===== config.mk =====
export PLATFORM = sky130hd
export DESIGN_NAME = dvfs_regif
export DESIGN_NICKNAME = d
export VERILOG_FILES = /design/src/rtl/dvfs_pkg.sv /design/src/rtl/dvfs_table_rom.sv /design/src/rtl/dvfs_id_match.sv /design/src/rtl/dvfs_domain_ctl.sv /design/src/rtl/dvfs_regif.sv
export SDC_FILE = /design/constraint.sdc
export NUM_CORES = 1
export LEC_CHECK = 0
export BUFFER_PORTS_ARGS = -buffer_cell sky130_fd_sc_hd__buf_2
export CAP_MARGIN = 20
export CORE_MARGIN = 4
export CORE_UTILIZATION = 30
export CTS_CLUSTER_DIAMETER = 120
export DETAILED_ROUTE_END_ITERATION = 10
export GPL_TIMING_DRIVEN = 0
export PLACE_DENSITY = 0.54
export SLEW_MARGIN = 5
export SYNTH_ARGS = -nofsm -noshare
export SYNTH_HDL_FRONTEND = slang
export SYNTH_SLANG_ARGS = --single-unit

===== constraint.sdc =====
create_clock -name clk -period 10.23 [get_ports clk]
set_input_delay 1.023 -clock clk [delete_from_list [all_inputs] [get_ports clk]]
set_output_delay 1.023 -clock clk [all_outputs]
set_load 0.005 [all_outputs]

===== src/rtl/dvfs_pkg.sv =====
// Package: register offsets and table formulas shared by the DVFS register block.
// Assumes byte addressing with word-aligned registers.
package dvfs_pkg;
    localparam logic [7:0] OFF_STATUS = 8'h00;
    localparam logic [7:0] OFF_NDOM   = 8'h04;
    localparam logic [7:0] OFF_IDAT   = 8'h08;
    localparam logic [7:0] OFF_LAT    = 8'h0C;
    localparam logic [7:0] OFF_SEL    = 8'h10;
    localparam logic [7:0] OFF_LVL    = 8'h14;
    localparam logic [7:0] OFF_ACK    = 8'h18;
    localparam logic [7:0] OFF_NLVL   = 8'h1C;
    localparam logic [7:0] OFF_ENTRY  = 8'h20;
    localparam logic [7:0] OFF_FREQ   = 8'h24;
    localparam logic [7:0] OFF_VOLT   = 8'h28;

    localparam int unsigned DOM_LIMIT = 32;

    // Identifier carried by the domain at a given index.
    function automatic logic [31:0] dom_id(input logic [31:0] idx,
                                           input logic [31:0] base,
                                           input logic [31:0] step);
        return base + idx * step;
    endfunction
endpackage


===== src/rtl/dvfs_table_rom.sv =====
// Module: constant operating-point table. Returns the level count of a domain and,
// for one entry, its frequency and voltage. Entries outside the domain's range read 0.
// Assumes dom_idx addresses an existing domain when the caller uses the result.
module dvfs_table_rom #(
    parameter int unsigned N_DOM         = 4,
    parameter int unsigned MAX_LVL       = 8,
    parameter int unsigned FREQ_BASE     = 100,
    parameter int unsigned FREQ_STEP     = 50,
    parameter int unsigned FREQ_DOM_STEP = 7,
    parameter int unsigned VOLT_BASE     = 700,
    parameter int unsigned VOLT_STEP     = 25,
    localparam int unsigned DOM_W        = (N_DOM > 1) ? $clog2(N_DOM) : 1
) (
    input  logic [DOM_W-1:0] dom_idx,
    input  logic [31:0]      entry,
    output logic [31:0]      lvl_cnt,
    output logic [31:0]      freq,
    output logic [31:0]      volt
);
    logic [31:0] cnt_tab [N_DOM];

    // One level count per domain, shrinking with the index and never below one.
    for (genvar g = 0; g < N_DOM; g++) begin : g_cnt
        assign cnt_tab[g] = 32'(MAX_LVL - (g % MAX_LVL));
    end

    // Select the count of the addressed domain and derive the table row.
    always_comb begin
        lvl_cnt = 32'd0;
        if (32'(dom_idx) < 32'(N_DOM)) lvl_cnt = cnt_tab[dom_idx];
        if (entry < lvl_cnt) begin
            freq = 32'(FREQ_BASE) + entry * 32'(FREQ_STEP)
                 + 32'(dom_idx) * 32'(FREQ_DOM_STEP);
            volt = 32'(VOLT_BASE) + entry * 32'(VOLT_STEP);
        end else begin
            freq = 32'd0;
            volt = 32'd0;
        end
    end
endmodule


===== src/rtl/dvfs_id_match.sv =====
// Module: maps a written domain identifier onto a domain index.
// Assumes identifiers are distinct; the lowest matching index wins.
module dvfs_id_match #(
    parameter int unsigned N_DOM   = 4,
    parameter logic [31:0] ID_BASE = 32'h10,
    parameter logic [31:0] ID_STEP = 32'h10,
    localparam int unsigned DOM_W  = (N_DOM > 1) ? $clog2(N_DOM) : 1
) (
    input  logic [31:0]      id,
    output logic             hit,
    output logic [DOM_W-1:0] idx
);
    logic [N_DOM-1:0] eq;

    // One comparator per domain.
    for (genvar g = 0; g < N_DOM; g++) begin : g_cmp
        assign eq[g] = (id == dvfs_pkg::dom_id(32'(g), ID_BASE, ID_STEP));
    end

    // Priority encode, scanning from the top so the lowest match is taken.
    always_comb begin
        hit = |eq;
        idx = '0;
        for (int i = N_DOM - 1; i >= 0; i--) begin
            if (eq[i]) idx = DOM_W'(i);
        end
    end
endmodule


===== src/rtl/dvfs_domain_ctl.sv =====
// Module: transition engine of one domain. A request loads the countdown and clears
// the acknowledge. When the count is zero, the target becomes the current level and
// the acknowledge rises. Assumes the caller only requests valid levels.
module dvfs_domain_ctl #(
    parameter int unsigned LVL_W = 3,
    parameter int unsigned LAT_W = 16
) (
    input  logic             clk,
    input  logic             rst_n,
    input  logic             req,
    input  logic [LVL_W-1:0] req_lvl,
    input  logic [LAT_W-1:0] latency,
    output logic [LVL_W-1:0] cur_lvl,
    output logic             ack
);
    logic             busy;
    logic [LAT_W-1:0] cnt;
    logic [LVL_W-1:0] tgt;

    // Start or restart on a request; otherwise count down and complete at zero.
    always_ff @(posedge clk) begin
        if (!rst_n) begin
            busy    <= 1'b0;
            cnt     <= '0;
            tgt     <= '0;
            cur_lvl <= '0;
            ack     <= 1'b1;
        end else if (req) begin
            busy <= 1'b1;
            cnt  <= latency;
            tgt  <= req_lvl;
            ack  <= 1'b0;
        end else if (busy) begin
            if (cnt == '0) begin
                cur_lvl <= tgt;
                ack     <= 1'b1;
                busy    <= 1'b0;
            end else begin
                cnt <= cnt - 1'b1;
            end
        end
    end
endmodule


===== src/rtl/dvfs_regif.sv =====
// Module: top of the DVFS register interface. Decodes the register bus, holds the
// selector registers and the latency, and runs one transition engine per domain.
// Assumes single-cycle strobes and that wr_en and rd_en are not both high at once.
module dvfs_regif #(
    parameter int unsigned N_DOM         = 4,
    parameter int unsigned MAX_LVL       = 8,
    parameter int unsigned LAT_W         = 16,
    parameter int unsigned LAT_RST       = 6,
    parameter int unsigned HANDLER_ON    = 1,
    parameter logic [31:0] ID_BASE       = 32'h10,
    parameter logic [31:0] ID_STEP       = 32'h10,
    parameter int unsigned FREQ_BASE     = 100,
    parameter int unsigned FREQ_STEP     = 50,
    parameter int unsigned FREQ_DOM_STEP = 7,
    parameter int unsigned VOLT_BASE     = 700,
    parameter int unsigned VOLT_STEP     = 25,
    parameter int unsigned ADDR_W        = 8
) (
    input  logic              clk,
    input  logic              rst_n,
    input  logic [ADDR_W-1:0] addr,
    input  logic              wr_en,
    input  logic [31:0]       wdata,
    input  logic              rd_en,
    output logic [31:0]       rdata
);
    import dvfs_pkg::*;

    localparam int unsigned DOM_W = (N_DOM > 1) ? $clog2(N_DOM) : 1;
    localparam int unsigned LVL_W = (MAX_LVL > 1) ? $clog2(MAX_LVL) : 1;

    logic [LAT_W-1:0]       lat_q;
    logic [31:0]            sel_id_q;
    logic                   sel_hit_q;
    logic [DOM_W-1:0]       sel_idx_q;
    logic [31:0]            idat_q;
    logic [31:0]            entry_q;
    logic                   m_hit;
    logic [DOM_W-1:0]       m_idx;
    logic [31:0]            sel_cnt;
    logic [31:0]            t_freq;
    logic [31:0]            t_volt;
    logic                   lvl_wr_ok;
    logic [N_DOM-1:0]       req_vec;
    logic [N_DOM-1:0]       ack_vec;
    logic [LVL_W-1:0]       lvl_arr [N_DOM];
    logic [N_DOM*LVL_W-1:0] lvl_pk;
    logic [31:0]            rd_mux;

    dvfs_id_match #(
        .N_DOM   (N_DOM),
        .ID_BASE (ID_BASE),
        .ID_STEP (ID_STEP)
    ) u_match (
        .id  (wdata),
        .hit (m_hit),
        .idx (m_idx)
    );

    dvfs_table_rom #(
        .N_DOM         (N_DOM),
        .MAX_LVL       (MAX_LVL),
        .FREQ_BASE     (FREQ_BASE),
        .FREQ_STEP     (FREQ_STEP),
        .FREQ_DOM_STEP (FREQ_DOM_STEP),
        .VOLT_BASE     (VOLT_BASE),
        .VOLT_STEP     (VOLT_STEP)
    ) u_rom (
        .dom_idx (sel_idx_q),
        .entry   (entry_q),
        .lvl_cnt (sel_cnt),
        .freq    (t_freq),
        .volt    (t_volt)
    );

    // Selector, index, entry and latency registers written from the bus.
    always_ff @(posedge clk) begin
        if (!rst_n) begin
            lat_q     <= LAT_W'(LAT_RST);
            sel_id_q  <= '0;
            sel_hit_q <= 1'b0;
            sel_idx_q <= '0;
            idat_q    <= '0;
            entry_q   <= '0;
        end else if (wr_en) begin
            case (addr)
                ADDR_W'(OFF_LAT):   lat_q   <= wdata[LAT_W-1:0];
                ADDR_W'(OFF_IDAT):  idat_q  <= wdata;
                ADDR_W'(OFF_ENTRY): entry_q <= wdata;
                ADDR_W'(OFF_SEL): begin
                    sel_id_q  <= wdata;
                    sel_hit_q <= m_hit;
                    sel_idx_q <= m_idx;
                end
                default: ;
            endcase
        end
    end

    // A level write is accepted only for a valid domain and an in-range level.
    assign lvl_wr_ok = wr_en && (addr == ADDR_W'(OFF_LVL)) && sel_hit_q
                       && (wdata < sel_cnt);

    // One transition engine per domain.
    for (genvar g = 0; g < N_DOM; g++) begin : g_dom
        assign req_vec[g] = lvl_wr_ok && (sel_idx_q == DOM_W'(g));
        dvfs_domain_ctl #(
            .LVL_W (LVL_W),
            .LAT_W (LAT_W)
        ) u_ctl (
            .clk     (clk),
            .rst_n   (rst_n),
            .req     (req_vec[g]),
            .req_lvl (wdata[LVL_W-1:0]),
            .latency (lat_q),
            .cur_lvl (lvl_arr[g]),
            .ack     (ack_vec[g])
        );
        assign lvl_pk[g*LVL_W +: LVL_W] = lvl_arr[g];
    end

    // Read multiplexer over all registers.
    always_comb begin
        rd_mux = 32'd0;
        case (addr)
            ADDR_W'(OFF_STATUS): rd_mux = (HANDLER_ON != 0) ? 32'd1 : 32'd0;
            ADDR_W'(OFF_NDOM):   rd_mux = 32'(N_DOM);
            ADDR_W'(OFF_IDAT):   rd_mux = (idat_q < 32'(N_DOM))
                                        ? dom_id(idat_q, ID_BASE, ID_STEP) : 32'd0;
            ADDR_W'(OFF_LAT):    rd_mux = 32'(lat_q);
            ADDR_W'(OFF_SEL):    rd_mux = sel_hit_q ? sel_id_q : 32'hFFFF_FFFF;
            ADDR_W'(OFF_LVL):    rd_mux = sel_hit_q ? 32'(lvl_arr[sel_idx_q]) : 32'd0;
            ADDR_W'(OFF_ACK):    rd_mux = sel_hit_q ? 32'(ack_vec[sel_idx_q]) : 32'd0;
            ADDR_W'(OFF_NLVL):   rd_mux = sel_hit_q ? sel_cnt : 32'd0;
            ADDR_W'(OFF_ENTRY):  rd_mux = entry_q;
            ADDR_W'(OFF_FREQ):   rd_mux = sel_hit_q ? t_freq : 32'd0;
            ADDR_W'(OFF_VOLT):   rd_mux = sel_hit_q ? t_volt : 32'd0;
            default:             rd_mux = 32'd0;
        endcase
    end

    // Read data register, loaded on a read strobe and held otherwise.
    always_ff @(posedge clk) begin
        if (!rst_n)     rdata <= '0;
        else if (rd_en) rdata <= rd_mux;
    end
endmodule


==> results.cfg, run 1 <==
[job]
cap_violations = 0

[cells_and_area]
nFillCells = 6321
finish.utilization = 0.3427
nNetsFinal = 2623
layout-drive-gt1-share = 0.07282
synthToLayoutAreaGrowth_pct = 12.15
design_area_um2 = 20380

[worst_setup_path]
critical-path-top-delay-family = simple AND/OR/NAND/NOR gates
critPathMaxStageDelay_ns = 0.73
cp_cell_sequence = inv_1, ha_1, ha_1, inv_1, fa_1, inv_1, ha_1, buf_4, o2111ai_1, nand3b_1, nand3_1, and4b_1, nor4_2, nand4b_4, nor4_1, mux2i_1, o31ai_1
worst-path-buf-inv = 4
crit_slowest_cell = nor4_2
cp-start-kind = flop
rrSetupSlack_ns = 4.62
critPathRequiredTime_ns = 10.61
cp.arrival_ns = 5.99
endpoint_kind = flop
criticalPathCategory = flop to flop
crit_fanout = 10

[sta]
rsz0062_at_grt = false
period_needed_ns = 5.611
max_slew_margin = 0.2917
setup_viol = 0
setup_tns_ns = 0
max_freq_mhz = 178.2
finalClockSkew_ns = 0.01348
tightest_slew_ns = 1.054
finalMaxSlewViolations = 0
hold_violations = 0
period_share = 0.5485

[clocking]
postCtsSetupBuffers = 0
clkTransAtPathRegs_ns = 0.08
cts_made_buffers = 24
cts_sinks = 243
cts-hold-fix-buffers = 0
insertion_delay_ns = 0.54
clock_path_buffers = 3
htreeDepth = 1
cts_resized = 0
cts_root_buffer = clkbuf_16
cts_tree = yes

[power]
power_density_nw_per_um2 = 99.49
p_leak_nw = 8.946
ir_drop_mv = 0.1080

[global_route]
grt_overflow_total = 0
grt_max_degree = 16
track_usage = 0.1867
antenna_found_initial = 2
grt_pass1_vias = 16190
grt_pass1_wl_um = 94180

[yosys]
ys.flop_type = dfxtp_1
synthTopCellsByArea = dfxtp_1 (27%), ha_1 (12%), nand2_1 (7.1%), fa_1 (6.1%), a21oi_1 (5.2%)
synth_top_area_share = 0.2677
syn_inst = 2248
synth_nets = 2527
muxShareOfSynthArea = 0.01990
syn_area_per_cell_um2 = 8.083
ys_async_sr_fraction = 0
synth_edf_count = 0
synth_largest_area_cell = dfxtp_1
synth_simple_gate_area_share = 0.1951
synthAdderAreaFrac = 0.1845
synth_area_um2 = 18170
synth_cell_types = 90
synth-compound-area-share = 0.2006
synth-seq-cells = 243
synthXorXnorAreaFrac = 0.06300
synth_top_family_by_area = compound AO/OA/AOI/OAI gates
ys_warn_count = 0
ys_seq_area_frac = 0.2677

[route]
wire_per_inst_um = 19.81
avgViaCountPerCell = 5.331
drt-total-wl_um = 62110
postRouteAntennaNets = 0
drc = 0
dr_total_vias = 16720
drt_iter0_drc = 1196
drt_pass1_iterations = 6

[floorplanning]
start_util = 0.3056
dieArea_um2 = 64570
die_x_um = 254.1
core_area_um2 = 59460
io_pins = 76
die_h_um = 254.1
fp-row-count = 89

[placed_design]
place_area_um2 = 19490
place.gp.congestion = 0.9241
io_buffers = 69
hpwl_um = 49010

[outcome]
status = completed

[hold_path]
hp-class = flop to flop
-- placed cells by master (no fill, tap or decap), types with 39 or more instances in the layout --
cell / synthesis / layout
clkbuf_1: 102 / 102
nand3_1: 39 / 39
a21oi_1: 190 / 190
xor2_1: 39 / 39
xnor2_1: 88 / 88
nor2_1: 135 / 135
fa_1: 55 / 55
nand2_1: 344 / 344
nor2b_1: 40 / 40
inv_1: 203 / 203
o21ai_0: 89 / 89
buf_2: 6 / 76
dfxtp_1: 243 / 243
ha_1: 180 / 180
-- logic make-up after synthesis --
| kind of cell | after synthesis |
|---|---|
| xor gates and xnor gates | 129 |
| adders and majority gates | 235 |
| buffers and inverters | 320 |
| muxes | 31 |
| and+or+nand+nor | 747 |
| AOI/OAI and AO/OA | 543 |
| DFF | 243 |
-- synth_stat cells (all sizes together) (41+ instances only) --
master    n
fa       55
nor2    136
inv     203
nand3    41
a21oi   193
nor4     41
dfxtp   243
nand2   345
ha      180
clkbuf  102
o21ai    95
xnor2    89
-- layout make-up --
type,count,area [um2],area share
Multi-Input combinational cell,1685,12050,0.5912
Clock buffer,28,666.9,0.03272
Clock inverter,16,221.5,0.01087
Buffer,116,491.7,0.02413
Timing Repair Buffer,70,350.3,0.01719
Antenna cell,1,2.502,0.0001228
Inverter,204,765.7,0.03757
Tap cell,773,967.2,0.04746
Sequential cell,243,4865,0.2387
-- routing by layer --
| layer | share of wire | GRT usage |
|---|---|---|
| met1 | 0.46 | 0.2625 |
| met2 | 0.43 | 0.2938 |
| met3 | 0.078 | 0.03613 |
| met4 | 0.029 | 0.05047 |
| met5 | 0.00014 | 0 |
-- power by group --
part           leakage [nW]  switching [mW]  total (mW)  internal [mW]
logic                  6.56          0.0600      0.0777         0.0178
clock network         0.425           0.407        1.00          0.595
registers              1.96         0.00127       0.947          0.946
-- worst register-to-register path, cell delays in order (launching register included) --
cell	delay, ns
dfxtp_1	0.59
inv_1	0.16
ha_1	0.37
ha_1	0.29
inv_1	0.05
fa_1	0.50
inv_1	0.04
ha_1	0.37
buf_4	0.20
o2111ai_1	0.21
nand3b_1	0.26
nand3_1	0.19
and4b_1	0.23
nor4_2	0.73
nand4b_4	0.22
nor4_1	0.69
mux2i_1	0.25
o31ai_1	0.09
-- flip-flops by register name, indices dropped and copies added, names as in the netlist, 2 cells and up --
signal	cells
entry_q	32
g_dom.u_ctl.ack	4
g_dom.u_ctl.busy	4
g_dom.u_ctl.cnt	64
g_dom.u_ctl.cur_lvl	12
g_dom.u_ctl.tgt	12
idat_q	32
lat_q	16
rdata	32
sel_id_q	32
sel_idx_q	2
-- metrics by stage --
| step | power [mW] | setup WS [ns] | cells | hold WS, ns |
|---|---|---|---|---|
| 2_1_floorplan | 1.002 | 5.841 | 2248 | 0.4312 |
| 3_3_place_gp | 1.045 | 4.660 | 3090 | 0.4430 |
| 3_5_place_dp | 1.045 | 4.625 | 3091 | 0.4451 |
| 4_1_cts | 2.039 | 4.614 | 3135 | 0.4544 |
| 5_1_grt | 2.082 | 4.368 | 3135 | 0.4753 |
| 6_report | 2.028 | 4.619 | 3136 | 0.4536 |
-- final timing paths --
kind	to	cells past startpoint	startpoint
max	rdata[29]	17	entry_q[5]
min	idat_q[28]	2	idat_q[28]
max reg2reg	rdata[29]	17	entry_q[5]
min reg2reg	idat_q[28]	2	idat_q[28]
Power figures use the tool's default switching activity.
==> run 2, diff against run 1 <==
==> constraint.sdc (replaced) <==
create_clock -name clk -period 5.3 [get_ports clk]
set_input_delay 0.53 -clock clk [delete_from_list [all_inputs] [get_ports clk]]
set_output_delay 0.53 -clock clk [all_outputs]
set_load 0.005 [all_outputs]
==> results.cfg, run 2 (synthesized netlist as in run 1, its figures left out) <==
[sta]
finalMaxSlewViolations = 0
final.setup.worst_slack_ns = 0.2443
setup_tns_ns = 0
hold_violations = 0
period_needed_ns = 5.056
max_freq_mhz = 197.8
period_share = 0.9539
setup_viol = 0
max_slew_margin = 0.3119
whs_ns = 0.2844
tightest_slew_ns = 1.024
finalClockSkew_ns = 0.01615
rsz0062_at_grt = false

[worst_setup_path]
endpoint_kind = flop
reg2regPathDepth = 16
crit_fanout = 8
criticalPathCategory = flop to flop
critPathRequiredTime_ns = 5.76
cp-start-kind = flop
cp.arrival_ns = 5.52

[clocking]
cts_sinks = 243
insertion_delay_ns = 0.54
clkTransAtPathRegs_ns = 0.08
cts-hold-fix-buffers = 0
clock_path_buffers = 3
cts_made_buffers = 24
cts_tree = yes
htreeDepth = 1
cts_root_buffer = clkbuf_16

[hold_path]
min_path_cells = 3
hp-class = input pin to flop

[cells_and_area]
largest_register_ff_count = 64
final_common_cell = nand2_1
final_cells = 3136
nNetsFinal = 2624
layout-drive-gt1-share = 0.07829
synthToLayoutAreaGrowth_pct = 12.60
finish.utilization = 0.3441
n_antenna_cell = 0
final_cell_mix = nand2_1 (344), dfxtp_1 (237), inv_1 (203), a21oi_1 (190), ha_1 (180)
largest-register = g_dom.u_ctl.cnt

[route]
postRouteAntennaNets = 0
avgViaCountPerCell = 5.321
wire_per_inst_um = 19.82
dr_total_vias = 16690
drt_iter0_drc = 1172
drt-total-wl_um = 62160
drc = 0
drt_pass1_iterations = 5

[global_route]
grt_pass1_wl_um = 94230
grt_pass1_vias = 16220
grt_overflow_total = 0
grt_max_degree = 16
antenna_found_initial = 2
track_usage = 0.1868

[placed_design]
place.gp.congestion = 0.9241
hpwl_um = 49010
place_ws_ns = -0.3049
io_buffers = 69
dp_cells = 3091

[floorplanning]
fp-row-count = 89
io_pins = 76
dieArea_um2 = 64570
die_h_um = 254.1
die_x_um = 254.1
core_area_um2 = 59460
start_util = 0.3056

[power]
p_comb_frac = 0.038
p_int_mw = 3.010
p_clk_frac = 0.494
ir_drop_mv = 0.2079
p_switching_uw = 905.0
p_leak_nw = 8.984
netSwitchingFraction = 0.2312
p_seq_frac = 0.467
power_density_nw_per_um2 = 191.3

[job]
cap_violations = 0

[outcome]
status = completed
run 2: cell count changes in the layout (fill, tap and decap cells not counted), sizes merged:
cell	before	now
diode	1	0
buf	84	85
run 2: layer usage:
| layer | GRT usage | vias up | share of wire |
|---|---|---|---|
| met5 | 0 | - | 0.00014 |
| met4 | 0.05125 | 2 | 0.029 |
| met3 | 0.03602 | 103 | 0.078 |
| met2 | 0.2938 | 591 | 0.43 |
| met1 | 0.2625 | 8004 | 0.46 |
| li1 | - | 7986 | - |
run 2: area by class of cell:
class                   instances  area, um2
fillers                      6308      39000
multi-input cells            1685      12120
flip-flops and latches        243       4872
well taps                     773      967.2
inverters                     204      765.7
clock buffers                  28      666.9
plain buffers                 116      493.0
repair buffers                 71      357.8
clock inverters                16      221.5
run 2: power groups by stage:
| stage | logic, mW | clock network, mW | registers, mW |
|---|---|---|---|
| floorplan | 0.0641 | 0 | 1.87 |
| global placement | 0.145 | 0 | 1.87 |
| detailed placement | 0.146 | 0 | 1.87 |
| CTS | 0.147 | 1.96 | 1.83 |
| global route | 0.158 | 2.03 | 1.83 |
| finish | 0.151 | 1.94 | 1.83 |
run 2: worst paths after layout:
| path | from | end | slack [ns] |
|---|---|---|---|
| worst max-delay path | entry_q[2] | rdata[30] | 0.24 |
| worst min-delay path | wdata[29] | sel_id_q[29] | 0.28 |
| worst max register to register | entry_q[2] | rdata[30] | 0.24 |
| worst min register to register | idat_q[15] | idat_q[15] | 0.45 |
run 2: per-stage QoR:
step / total power, mW / instance area [um2]
after floorplan: 1.933 / 18170
after global placement: 2.016 / 19480
after detailed placement: 2.017 / 19490
after CTS: 3.935 / 20390
after global routing: 4.019 / 20460
final: 3.915 / 20460
run 2: what timing repair did:
| item | 4_1_cts | 5_1_grt |
|---|---|---|
| resized for setup | 2 | 16 |
| setup buffers | 0 | 1 |
| pin swaps | 0 | 2 |
| endpoints found under the setup margin | 2 | 12 |
run 2: critical path: stages, from the launching register on:
cell and delay, ns:
dfxtp_1 0.59, inv_1 0.15, ha_1 0.33, ha_1 0.29, ha_1 0.30, inv_1 0.06
fa_1 0.45, and2b_4 0.31, o2111a_1 0.26, o311ai_0 0.19, a211oi_2 0.57, and3_1 0.24
and4b_1 0.32, nand2b_1 0.16, nor4_4 0.23, mux2_2 0.38, a21oi_1 0.13
